$ cat src/rtl/va_xlate_pkg.sv
package va_xlate_pkg;
  localparam int VA_W     = 32;
  localparam int ASID_W   = 8;
  localparam int VPN_W    = 22;
  localparam int PPN_W    = 19;
  localparam int PG_SHIFT = 10;
  localparam int CODE_W   = 12;
  localparam int PA_PAD   = VA_W - PPN_W - PG_SHIFT;
  localparam int ENT_W    = 2 + ASID_W + VPN_W + PPN_W + 2 + 2 + 1;

  localparam logic [CODE_W-1:0] FC_NONE      = 12'h000;
  localparam logic [CODE_W-1:0] FC_RD_MISS   = 12'h040;
  localparam logic [CODE_W-1:0] FC_WR_MISS   = 12'h060;
  localparam logic [CODE_W-1:0] FC_FIRST_WR  = 12'h080;
  localparam logic [CODE_W-1:0] FC_RD_PROT   = 12'h0A0;
  localparam logic [CODE_W-1:0] FC_WR_PROT   = 12'h0C0;
  localparam logic [CODE_W-1:0] FC_RD_ADDR   = 12'h0E0;
  localparam logic [CODE_W-1:0] FC_WR_ADDR   = 12'h100;
  localparam logic [CODE_W-1:0] FC_MULTI     = 12'h140;

  typedef struct packed {
    logic              valid;
    logic              shared;
    logic [ASID_W-1:0] asid;
    logic [VPN_W-1:0]  vpn;
    logic [PPN_W-1:0]  ppn;
    logic [1:0]        sizeCode;
    logic [1:0]        prot;
    logic              dirty;
  } tlbEntry_t;

  typedef enum logic [1:0] {PA_KEEP, PA_LOW29, PA_PAGE} paSel_e;

  // datapath -> control
  typedef struct packed {
    logic       regionBypass;
    logic       regionHigh;
    logic       regionStoreWin;
    logic       noHit;
    logic       multiHit;
    logic [1:0] hitProt;
    logic       hitDirty;
  } dpFlags_t;

  // control -> datapath
  typedef struct packed {
    logic   load;
    logic   zeroPa;
    paSel_e paSel;
  } ctlStrobe_t;

  function automatic logic [VA_W-1:0] pageMask(input logic [1:0] sizeCode);
    int bits;
    case (sizeCode)
      2'd0:    bits = 10;
      2'd1:    bits = 12;
      2'd2:    bits = 16;
      default: bits = 20;
    endcase
    return (VA_W'(1) << bits) - VA_W'(1);
  endfunction
endpackage

$ cat src/rtl/va_xlate_dp.sv
module va_xlate_dp
  import va_xlate_pkg::*;
#(
  parameter int NUM_ENT = 8
) (
  input  logic                     clk,
  input  logic                     rst_n,
  input  logic [VA_W-1:0]          vaddr,
  input  logic                     privMode,
  input  logic                     singleVirt,
  input  logic [ASID_W-1:0]        curAsid,
  input  logic [NUM_ENT*ENT_W-1:0] tlbFlat,
  input  ctlStrobe_t               strobe,
  output dpFlags_t                 flags,
  output logic [VA_W-1:0]          paddr
);
  localparam int TOP_BITS = VA_W - 29;

  logic                useAsid;
  logic [NUM_ENT-1:0]  matchVec;
  logic [VA_W-1:0]     pageArr  [NUM_ENT];
  logic [1:0]          protArr  [NUM_ENT];
  logic                dirtyArr [NUM_ENT];
  logic [VA_W-1:0]     hitPa;
  logic [1:0]          hitProt;
  logic                hitDirty;
  logic [VA_W-1:0]     paNext;

  assign useAsid = !singleVirt || !privMode;

  for (genvar i = 0; i < NUM_ENT; i++) begin : g_ent
    tlbEntry_t       ent;
    logic [VA_W-1:0] lowMask;
    logic [VA_W-1:0] vBase;
    logic [VA_W-1:0] pBase;
    logic            asidOk;
    assign ent     = tlbEntry_t'(tlbFlat[i*ENT_W +: ENT_W]);
    assign lowMask = pageMask(ent.sizeCode);
    assign vBase   = {ent.vpn, {PG_SHIFT{1'b0}}};
    assign pBase   = {{PA_PAD{1'b0}}, ent.ppn, {PG_SHIFT{1'b0}}};
    assign asidOk  = ent.shared || !useAsid || (ent.asid == curAsid);
    assign matchVec[i] = ent.valid && asidOk &&
                         ((vaddr & ~lowMask) == (vBase & ~lowMask));
    assign pageArr[i]  = (pBase & ~lowMask) | (vaddr & lowMask);
    assign protArr[i]  = ent.prot;
    assign dirtyArr[i] = ent.dirty;
  end

  // one-hot OR mux; result only used when exactly one entry hits
  always_comb begin
    hitPa    = '0;
    hitProt  = '0;
    hitDirty = 1'b0;
    for (int i = 0; i < NUM_ENT; i++) begin
      if (matchVec[i]) begin
        hitPa    = hitPa | pageArr[i];
        hitProt  = hitProt | protArr[i];
        hitDirty = hitDirty | dirtyArr[i];
      end
    end
  end

  always_comb begin
    flags.regionBypass   = (vaddr[VA_W-1 -: 2] == 2'b10);
    flags.regionHigh     = (vaddr[VA_W-1 -: 3] == 3'b111);
    flags.regionStoreWin = (vaddr[VA_W-1 -: 6] == 6'b111000);
    flags.noHit          = (matchVec == '0);
    flags.multiHit       = |(matchVec & (matchVec - NUM_ENT'(1)));
    flags.hitProt        = hitProt;
    flags.hitDirty       = hitDirty;
  end

  always_comb begin
    case (strobe.paSel)
      PA_LOW29: paNext = {{TOP_BITS{1'b0}}, vaddr[28:0]};
      PA_PAGE:  paNext = hitPa;
      default:  paNext = vaddr;
    endcase
  end

  always_ff @(posedge clk or negedge rst_n) begin
    if (!rst_n) begin
      paddr <= '0;
    end else if (strobe.load) begin
      paddr <= strobe.zeroPa ? '0 : paNext;
    end
  end
endmodule

$ cat src/rtl/va_xlate_ctl.sv
module va_xlate_ctl
  import va_xlate_pkg::*;
(
  input  logic              clk,
  input  logic              rst_n,
  input  logic              reqValid,
  input  logic              isWrite,
  input  logic              isFetch,
  input  logic              privMode,
  input  logic              mmuOn,
  input  dpFlags_t          flags,
  output ctlStrobe_t        strobe,
  output logic              rspValid,
  output logic              faultValid,
  output logic [CODE_W-1:0] faultCode
);
  logic              wrData;
  logic              faultNow;
  logic [CODE_W-1:0] codeNow;
  paSel_e            selNow;

  assign wrData = isWrite && !isFetch;

  always_comb begin
    faultNow = 1'b0;
    codeNow  = FC_NONE;
    selNow   = PA_KEEP;
    if (flags.regionBypass || flags.regionHigh) begin
      if (!privMode && !flags.regionStoreWin) begin
        faultNow = 1'b1;
        codeNow  = wrData ? FC_WR_ADDR : FC_RD_ADDR;
      end else begin
        selNow = flags.regionBypass ? PA_LOW29 : PA_KEEP;
      end
    end else if (!mmuOn) begin
      selNow = PA_LOW29;
    end else if (flags.multiHit) begin
      faultNow = 1'b1;
      codeNow  = FC_MULTI;
    end else if (flags.noHit) begin
      faultNow = 1'b1;
      codeNow  = wrData ? FC_WR_MISS : FC_RD_MISS;
    end else if (!privMode && !flags.hitProt[1]) begin
      faultNow = 1'b1;
      codeNow  = wrData ? FC_WR_PROT : FC_RD_PROT;
    end else if (wrData && !flags.hitProt[0]) begin
      faultNow = 1'b1;
      codeNow  = FC_WR_PROT;
    end else if (wrData && !flags.hitDirty) begin
      faultNow = 1'b1;
      codeNow  = FC_FIRST_WR;
    end else begin
      selNow = PA_PAGE;
    end
  end

  always_comb begin
    strobe.load   = reqValid;
    strobe.zeroPa = faultNow;
    strobe.paSel  = selNow;
  end

  always_ff @(posedge clk or negedge rst_n) begin
    if (!rst_n) begin
      rspValid   <= 1'b0;
      faultValid <= 1'b0;
      faultCode  <= FC_NONE;
    end else begin
      rspValid <= reqValid;
      if (reqValid) begin
        faultValid <= faultNow;
        faultCode  <= codeNow;
      end else begin
        faultValid <= 1'b0;
      end
    end
  end
endmodule

$ cat src/rtl/va_xlate.sv
module va_xlate
  import va_xlate_pkg::*;
#(
  parameter int NUM_ENT = 8
) (
  input  logic                     clk,
  input  logic                     rst_n,
  input  logic                     reqValid,
  input  logic [31:0]              vaddr,
  input  logic                     isWrite,
  input  logic                     isFetch,
  input  logic                     privMode,
  input  logic                     mmuOn,
  input  logic                     singleVirt,
  input  logic [7:0]               curAsid,
  input  logic [NUM_ENT*56-1:0]    tlbFlat,
  output logic                     rspValid,
  output logic [31:0]              paddr,
  output logic                     faultValid,
  output logic [11:0]              faultCode
);
  dpFlags_t   flags;
  ctlStrobe_t strobe;

  va_xlate_dp #(.NUM_ENT(NUM_ENT)) u_dp (
    .clk        (clk),
    .rst_n      (rst_n),
    .vaddr      (vaddr),
    .privMode   (privMode),
    .singleVirt (singleVirt),
    .curAsid    (curAsid),
    .tlbFlat    (tlbFlat),
    .strobe     (strobe),
    .flags      (flags),
    .paddr      (paddr)
  );

  va_xlate_ctl u_ctl (
    .clk        (clk),
    .rst_n      (rst_n),
    .reqValid   (reqValid),
    .isWrite    (isWrite),
    .isFetch    (isFetch),
    .privMode   (privMode),
    .mmuOn      (mmuOn),
    .flags      (flags),
    .strobe     (strobe),
    .rspValid   (rspValid),
    .faultValid (faultValid),
    .faultCode  (faultCode)
  );
endmodule

$ cat config.mk
export PLATFORM = sky130hd
export DESIGN_NAME = va_xlate
export DESIGN_NICKNAME = d
export VERILOG_FILES = /design/src/rtl/va_xlate_pkg.sv /design/src/rtl/va_xlate_dp.sv /design/src/rtl/va_xlate_ctl.sv /design/src/rtl/va_xlate.sv
export SDC_FILE = /design/constraint.sdc
export NUM_CORES = 1
export LEC_CHECK = 0
export BUFFER_PORTS_ARGS = -buffer_cell sky130_fd_sc_hd__buf_2
export CORE_AREA = 3 3 208 210
export CTS_CLUSTER_SIZE = 30
export DETAILED_ROUTE_END_ITERATION = 16
export DIE_AREA = 0 0 211 213
export PLACE_DENSITY = 0.47
export SYNTH_ARGS = -nofsm -noshare
export SYNTH_HDL_FRONTEND = slang
export SYNTH_SLANG_ARGS = --single-unit
$ cat constraint.sdc
create_clock -name clk -period 1.62 [get_ports clk]
set_input_delay 0.162 -clock clk [delete_from_list [all_inputs] [get_ports clk]]
set_output_delay 0.162 -clock clk [all_outputs]
set_load 0.005 [all_outputs]
Word level (Yosys, flattened, before mapping):

Index checks and enable logic that the tools add are counted.

* bits in registers: 46
* output and inout bits: 46
* input bits: 496
* logic and storage cells: 248

* reductions and logical operators: 57
* bitwise gates (word level): 70
* mux-type cells: 63
* $add $sub $neg: 9
* shift-type cells: 8
* eq/ne operators: 37

Operators by type and width (count)
* $and 32x32->32: 24
* $or 32x32->32: 15
* $mux 32: 9
* $and 29x32->32: 8
* $eq 32x32->1: 8
* $not 32->32: 8
* $shl 1x5->32 const A: 8
* $sub 32x2->32 const B: 8
* $pmux 5 s3: 8
* $mux 12: 7
* $eq 8x8->1: 8
* $pmux 32 s2: 1
* $mux 2: 16
* $logic_and 1x1->1: 21
* $eq 2x2->1 const B: 10
* $eq 2x1->1 const B: 9
* $logic_or 1x1->1: 18
* $mux 1: 18
* $logic_not 2->1: 8
* $or 2x2->2: 7
* $mux 9: 1
* $and 8x8->8: 1
* $logic_not 1->1: 8
* $logic_not 8->1: 1
* other kinds (8): 14

Depth between registers and ports, before layout:

Gate-level depths: netlist of the first run.

* depth in word-level cells: 35
* gate-level depth with buffers: 17
* mapped depth without buffers: 14

Cells and area by module:

Synthesis of the first run repeated with hierarchy kept, for this count alone.

* cells, all modules: 923
* area total of the unflattened synthesis: 7636.1 sq um

Modules (own cells, without submodules)
* va_xlate_dp: cells each 873, instances 1, sequential area each 800.8 sq um, area each 7213.2 sq um
* va_xlate_ctl: cells each 50, instances 1, sequential area each 150.1 sq um, area each 422.9 sq um

Worst setup path after synthesis of the first run:

No wires, ideal clock.

* path type: input-to-reg
* start: input port tlbFlat[116]
* end: register u_dp.paddr[17]
* cell stages on the path: 16
* data arrival time: 3.239 ns
* required time: 1.487 ns
* path slack: -1.752 ns
* cells stage by stage: buf_2 > nor2_1 > inv_1 > ha_1 > or3b_2 > ha_1 > a21boi_1 > nand4_1 > or4_1 > nor4_4 > nand2b_1 > nor2_1 > a211o_2 > nand4_4 > buf_8 > o21ai_2

* longest elaborated chain between the ends: 31
* elaborated cells on any way between the ends: 76

RTL lines
* start, declared: RTL line va_xlate.sv:16 `input logic [NUM_ENT*56-1:0] tlbFlat,`
* $eq 2x2->1 (tied with other cells): RTL line va_xlate_pkg.sv:54 `case (sizeCode)`
* $pmux 5 s3 *: RTL line va_xlate_pkg.sv:54
* $shl 1x5->32 *: RTL line va_xlate_pkg.sv:60 `return (VA_W'(1) << bits) - VA_W'(1);`
* $sub 32x2->32 *: RTL line va_xlate_pkg.sv:60
* $not 32->32: RTL line va_xlate_dp.sv:43, va_xlate_dp.sv:44
* $and 32x32->32: RTL line va_xlate_dp.sv:43 `((vaddr & ~lowMask) == (vBase & ~lowMask));`
* $eq 32x32->1: RTL line va_xlate_dp.sv:43
* $logic_and 1x1->1: RTL line va_xlate_dp.sv:42 `assign matchVec[i] = ent.valid && asidOk &&`
* [15 not listed]
* $mux 2: RTL line va_xlate_ctl.sv:43 `end else if (!privMode && !flags.hitProt[1]) begin`
* $mux 2: RTL line va_xlate_ctl.sv:40 `end else if (flags.noHit) begin`
* $mux 2: RTL line va_xlate_ctl.sv:37 `end else if (flags.multiHit) begin`
* $mux 2: RTL line va_xlate_ctl.sv:35 `end else if (!mmuOn) begin`
* $mux 2: RTL line va_xlate_ctl.sv:28 `if (flags.regionBypass || flags.regionHigh) begin`
* $eq 2x2->1 or $eq 2x1->1 (tied branches): RTL line va_xlate_dp.sv:74 `case (strobe.paSel)`
* $pmux 32 s2: RTL line va_xlate_dp.sv:74
* $mux 32 *: RTL line va_xlate_dp.sv:85 `paddr <= strobe.zeroPa ? '0 : paNext;`
* end signal, assigned: RTL line va_xlate_dp.sv:85
* end, declared: RTL line va_xlate_dp.sv:15 `output logic [VA_W-1:0] paddr`

Every way passes the cells marked *; elsewhere a longest branch is shown, timed or not.
A chain may end at the register's enable or synchronous reset.

Worst setup path in the final report of the first run:

* start: input port tlbFlat[4]
* end: register u_dp.paddr[28]

* longest elaborated chain between the ends: 35
* elaborated cells on any way between the ends: 87

RTL lines (RTL line)
* $eq 2x2->1 (tied with other cells): va_xlate_pkg.sv:54
* $pmux 5 s3 *: va_xlate_pkg.sv:54
* $shl 1x5->32 *: va_xlate_pkg.sv:60
* $sub 32x2->32 *: va_xlate_pkg.sv:60
* $not 32->32: va_xlate_dp.sv:43, va_xlate_dp.sv:44
* $and 32x32->32: va_xlate_dp.sv:43
* $eq 32x32->1: va_xlate_dp.sv:43
* $logic_and 1x1->1: va_xlate_dp.sv:42
* [19 not listed]
* $mux 2: va_xlate_ctl.sv:43
* $mux 2: va_xlate_ctl.sv:40
* $mux 2: va_xlate_ctl.sv:37
* $mux 2: va_xlate_ctl.sv:35
* $mux 2: va_xlate_ctl.sv:28
* $eq 2x2->1 or $eq 2x1->1 (tied branches): va_xlate_dp.sv:74
* $pmux 32 s2: va_xlate_dp.sv:74
* $mux 32 *: va_xlate_dp.sv:85

Marked as above.

==> flow_summary.ini, run 1 <==
[grt]
grt_pass1_wl_um = 77100
busiest_layer = met2
grt_util_met3 = 0.0270
grt_max_degree = 39
track_usage = 0.232
met2_usage = 0.412
met1_usage = 0.306
overflow = 0
antenna_found_initial = 5
grt_pass1_vias = 11600

[placed_design]
place_hpwl_um = 48700
portBuffers = 533
dp_slack_ns = -1.91
placed_area_sq_um = 13700
dpl.cell_count = 2275
place_congestion = 0.933

[routing]
dr_total_vias = 11100
wl_per_cell_um = 23.7
first_iter_violations = 799
dr.pass1.iters = 6
drc = 0
viasPerCell = 4.79
postRouteAntennaNets = 0
wl_um = 55100

[sta]
period_minus_slack_ns = 2.96
finalSetupTns_ns = -44.29
fin_worst_skew_ns = 0
grt_setup_unrepaired = true
hold_viol = 0
period_share = 1.83
setup_viol = 34
fmax_mhz = 338
worst_pin_slew_ns = 0.600
maxSlewHeadroom = 0.590
slew_viol_final = 0
worst_slack_ns = -1.34

[final_layout]
syn_to_final_growth_pct = 79.7
regArea_sq_um = 951
final_cell_area_sq_um = 14500
n_fill_cell = 4416
layout-drive-gt1-share = 0.587
finish.utilization = 0.347
nets = 2290
multiInputGateArea_sq_um = 7060
fin_cells = 2328

[critical_path]
critPathMaxFanout = 8
critical_path_class = in -> reg
crit_arrival_ns = 3.17
start_kind = input port
cp-end-kind = flip-flop
required_ns = 1.83

[floorplanning]
start_util = 0.193
fp.dieW_um = 211
die_h_um = 213
dieArea_sq_um = 44900
core_sq_um = 41800
ios = 542
placementRows = 75

[yosys]
ys_ff_latch = 38
synth_most_common_cell = xor2_1
synth_cell_types = 80
synthTopCellsByCount = xor2_1 (174), xnor2_1 (68), mux2_2 (60)
synthCells = 972
yosysTopAreaCellShare = 0.189
async_reset_ff_frac = 1.00
synthTopCellsByArea = xor2_1 (19%), dfrtp_1 (12%), mux2_2 (8.4%), xnor2_1 (7.4%), nor4_1 (3.8%)
avgSynthCellArea_sq_um = 8.29
synth-edff-count = 0
synthFlopType = dfrtp_1
synth.largest_area_cell = xor2_1
yosysWarnings = 0
yosysSeqAreaShare = 0.118
syn_area_sq_um = 8050

[clock_network]
clkLatencyLatePin_ns = 0.28
cts_tree = built
htreeDepth = 2
cts.sinks = 38
clkTransAtPathRegs_ns = 0.06
ctsRootBufferMaster = clkbuf_16
clockBufferDepth = 2
cts_buffers = 5

[job]
max_cap_violations = 0

[power]
vdd_ir_drop_max_uv = 305
leakage_uw = 0.00681
power_density_nw_per_um2 = 373

[hold_path]
hold_path_class = in -> reg

[outcome]
violations = setup timing
status = finished with violations
[routing by layer]
metal	vias up	wire length, um
li1	5276	-
met3	48	2870
met5	-	7
met2	467	27400
met1	5355	23900
met4	2	990
[cells by family (layout without fill, tap and decap cells)]
family,Yosys count,after routing,synth area share
DFF,38,38,0.118
and+or+nand+nor,265,265,0.201
other,2,26,0.000932
xor gates and xnor gates,242,242,0.263
AOI/OAI and AO/OA,230,230,0.224
muxes,77,77,0.105
adders and majority gates,11,11,0.0171
buffers and inverters,107,900,0.0704
[critical path, stage by stage]
cell	delay, ns
buf_12	0.09
nand2b_4	0.13
ha_4	0.13
or3b_4	0.40
ha_4	0.27
a21bo_4	0.12
nor4_2	0.04
nand4_1	0.14
nor4_4	0.07
buf_6	0.17
or4_4	0.45
nor4b_4	0.28
a211o_2	0.20
nand4_4	0.18
buf_12	0.21
o21ai_1	0.13
[flip-flops by register name, summed over array words and instances, names as in the netlist]
signal	flops
u_ctl.faultCode	4
u_ctl.rspValid	1
u_ctl.faultValid	1
u_dp.paddr	32
[stage by stage]
| stage | hold slack, ns | power [uW] |
|---|---|---|
| 6_report | 0.0756 | 5400 |
| 3_3_place_gp | 0.259 | 4310 |
| 5_1_grt | 0.0758 | 5740 |
| 3_5_place_dp | 0.267 | 4320 |
| 4_1_cts | 0.0729 | 5400 |
| 2_1_floorplan | -0.134 | 2450 |
[where the power goes]
group	switching, uW	total (uW)	internal [uW]
combinational	1640	3350	1710
clock	402	973	571
sequential	46.4	1080	1030
total	2090	5400	3310
[placed cells by master, fill, tap and decap left out, types with 21 or more instances in the layout]
master and instances:
a222oi_1 23, a22oi_1 30, buf_2 527, buf_4 314
conb_1 21, dfrtp_1 38, mux2_2 60, nand2_1 49
nand4_1 25, nor2_1 25, nor4_1 39, o21ai_0 29
o21ai_2 23, xnor2_1 67, xor2_1 174
[final cells by class]
type                            instances  area share
Timing Repair Buffer                  874       0.384
Inverter                               18     0.00467
Clock buffer                            6     0.00891
Tap cell                              539      0.0466
Clock inverter                          2    0.000951
Multi-Input combinational cell        846       0.488
Sequential cell                        38      0.0657
Antenna cell                            5    0.000865
[timing repair]
item,CTS,global route
hold buffers,1,0
endpoints found under the hold margin,38,0
resized for setup,61,16
gates cloned,1,1
setup endpoints to repair,34,34
setup buffers,33,8
pin swaps,23,21
[path summary, 6_finish.rpt]
path / slack, ns / cells past startpoint / endpoint / startpoint
max in group asynchronous: 0.76 / 3 / u_ctl.faultCode[6] / rst_n
min reg2reg: 0.49 / 2 / u_dp.paddr[0] / u_dp.paddr[0]
min in group asynchronous: 0.48 / 3 / u_dp.paddr[14] / rst_n
max reg2reg: 0.78 / 2 / u_ctl.faultCode[5] / u_ctl.faultCode[5]
min: 0.08 / 1 / u_ctl.rspValid / reqValid
max: -1.34 / 16 / u_dp.paddr[28] / tlbFlat[4]
Power figures use the tool's default switching activity.
==> run 2: changes to the inputs <==
Settings changed: PLACE_DENSITY 0.47 to 0.4.
Clock period 1.62 ns to 3.45 ns, I/O delays scaled along.
==> flow_summary.ini, run 2 (synthesis gave the netlist of run 1 again) <==
[power]
power_density_nw_per_um2 = 185
vdd_ir_drop_max_uv = 165
leakage_uw = 0.00572

[critical_path]
endpoint = u_ctl.faultCode[7]
critical_path_class = in -> reg
critPathMaxFanout = 5
r2r-end = u_dp.paddr[17]
required_ns = 3.62
cp-end-kind = flip-flop
rrSetupSlack_ns = 2.57
crit_arrival_ns = 3.52
crit_start = tlbFlat[60]
start_kind = input port
r2r.worst_path.cells = 2
timing.rr.start = u_dp.paddr[17]

[final_layout]
final_common_cell = buf_2
nets = 2086
largest_registers = u_dp.paddr x32, u_ctl.faultCode x4
finish.utilization = 0.301
largest_reg_flops = 32
n_fill_cell = 4635
final_cell_mix = buf_2 (531), xor2_1 (174), buf_4 (128), xnor2_1 (67), mux2_2 (60)
layout-drive-gt1-share = 0.523
syn_to_final_growth_pct = 56.0
regArea_sq_um = 951
multiInputGateArea_sq_um = 6880
top_register = u_dp.paddr

[sta]
period_minus_slack_ns = 3.35
period_share = 0.970
worst_pin_slew_ns = 1.09
maxSlewHeadroom = 0.270
worst_slack_ns = 0.105
slew_viol_final = 0
finalSetupTns_ns = 0
fin_worst_skew_ns = 0
grt_setup_unrepaired = true
hold_viol = 0
fmax_mhz = 299
setup_viol = 0

[grt]
grt_max_degree = 39
grt_pass1_wl_um = 76900
grt_pass1_vias = 10900
overflow = 0
track_usage = 0.237
antenna_found_initial = 18

[placed_design]
dp_slack_ns = -0.335
place_hpwl_um = 48800
place_congestion = 0.915
portBuffers = 533

[routing]
dr.pass1.iters = 7
first_iter_violations = 695
wl_per_cell_um = 26.5
drc = 0
postRouteAntennaNets = 0
dr_total_vias = 10500
viasPerCell = 4.91
wl_um = 56300

[clock_network]
ctsRootBufferMaster = clkbuf_16
clkLatencyLatePin_ns = 0.28
clockBufferDepth = 2
clkTransAtPathRegs_ns = 0.06
cts_buffers = 5
cts.sinks = 38
htreeDepth = 2
cts_tree = built

[floorplanning]
core_sq_um = 41800
placementRows = 75
start_util = 0.193
dieArea_sq_um = 44900
die_h_um = 213
ios = 542
fp.dieW_um = 211

[outcome]
status = completed

[hold_path]
hold_path_class = in -> async

[job]
max_cap_violations = 0
## run 2: cell count changes in the layout (fill, tap and decap cells not counted), sizes merged
cell,change
dlygate4sd3,-1
clkbuf,+1
diode,+4
clkinvlp,+1
clkinv,-1
buf,-204
## run 2: layout make-up
cell class | instances | share of cell area
multi-input combinational | 846 | 0.547
timing repair buffer | 670 | 0.304
sequential | 38 | 0.0757
tap | 539 | 0.0537
clock buffer | 6 | 0.0111
inverter | 18 | 0.00538
antenna | 9 | 0.00179
clock inverter | 2 | 0.000996
## run 2: repair_timing
item	4_1_cts	5_1_grt
resized for setup	1	55
cloned	0	3
setup buffers	0	2
hold buffers	0	0
pin swaps	0	33
endpoints found under the setup margin	27	33
## run 2: critical path, stage by stage
cell and delay, ns:
buf_2 0.15, nor2_4 0.11, inv_1 0.06, ha_2 0.19, or3b_2 0.21, ha_1 0.23
a21bo_2 0.24, nor4_2 0.26, nand4_1 0.15, or4_4 0.51, nand2_2 0.11, a211oi_2 0.06
a211o_2 0.36, buf_4 0.16, buf_4 0.12, a21boi_0 0.11, o2bb2ai_1 0.13
## run 2: through the flow
stage,cell area [sq um],power (uW),hold WS [ns],instances
final,12600,2330,0.212,2128
after global routing,12600,2480,0.296,2126
after CTS,12200,2320,0.256,2114
after detailed placement,12100,1820,0.474,2106
after global placement,12100,1820,0.474,2106
after floorplan,8170,1130,0.0494,991
## run 2: worst min-delay path by stage
stage                             start            endpoint  slack [ns]  cells after the start
final                             rst_n       u_dp.paddr[1]        0.21                      1
after floorplan                   rst_n  u_ctl.faultCode[5]        0.05                      0
after global routing              rst_n       u_dp.paddr[1]        0.30                      1
after global placement    u_dp.paddr[4]       u_dp.paddr[4]        0.47                      2
after detailed placement  u_dp.paddr[3]       u_dp.paddr[3]        0.47                      2
after CTS                         rst_n      u_dp.paddr[27]        0.26                      1
## run 2: routing by layer
| layer | share of wire | wire length [um] | vias up | GRT usage |
|---|---|---|---|---|
| met5 | 0.0013 | 75 | - | 0 |
| met4 | 0.022 | 1260 | 10 | 0.0543 |
| met2 | 0.50 | 28000 | 475 | 0.423 |
| met3 | 0.068 | 3830 | 66 | 0.0504 |
| met1 | 0.41 | 23100 | 5037 | 0.293 |
| li1 | - | - | 4866 | - |
## run 2: report_power, final
| part | internal (uW) | switching (uW) |
|---|---|---|
| registers | 485 | 26.4 |
| clock network | 287 | 204 |
| logic | 609 | 715 |
| total | 1380 | 945 |
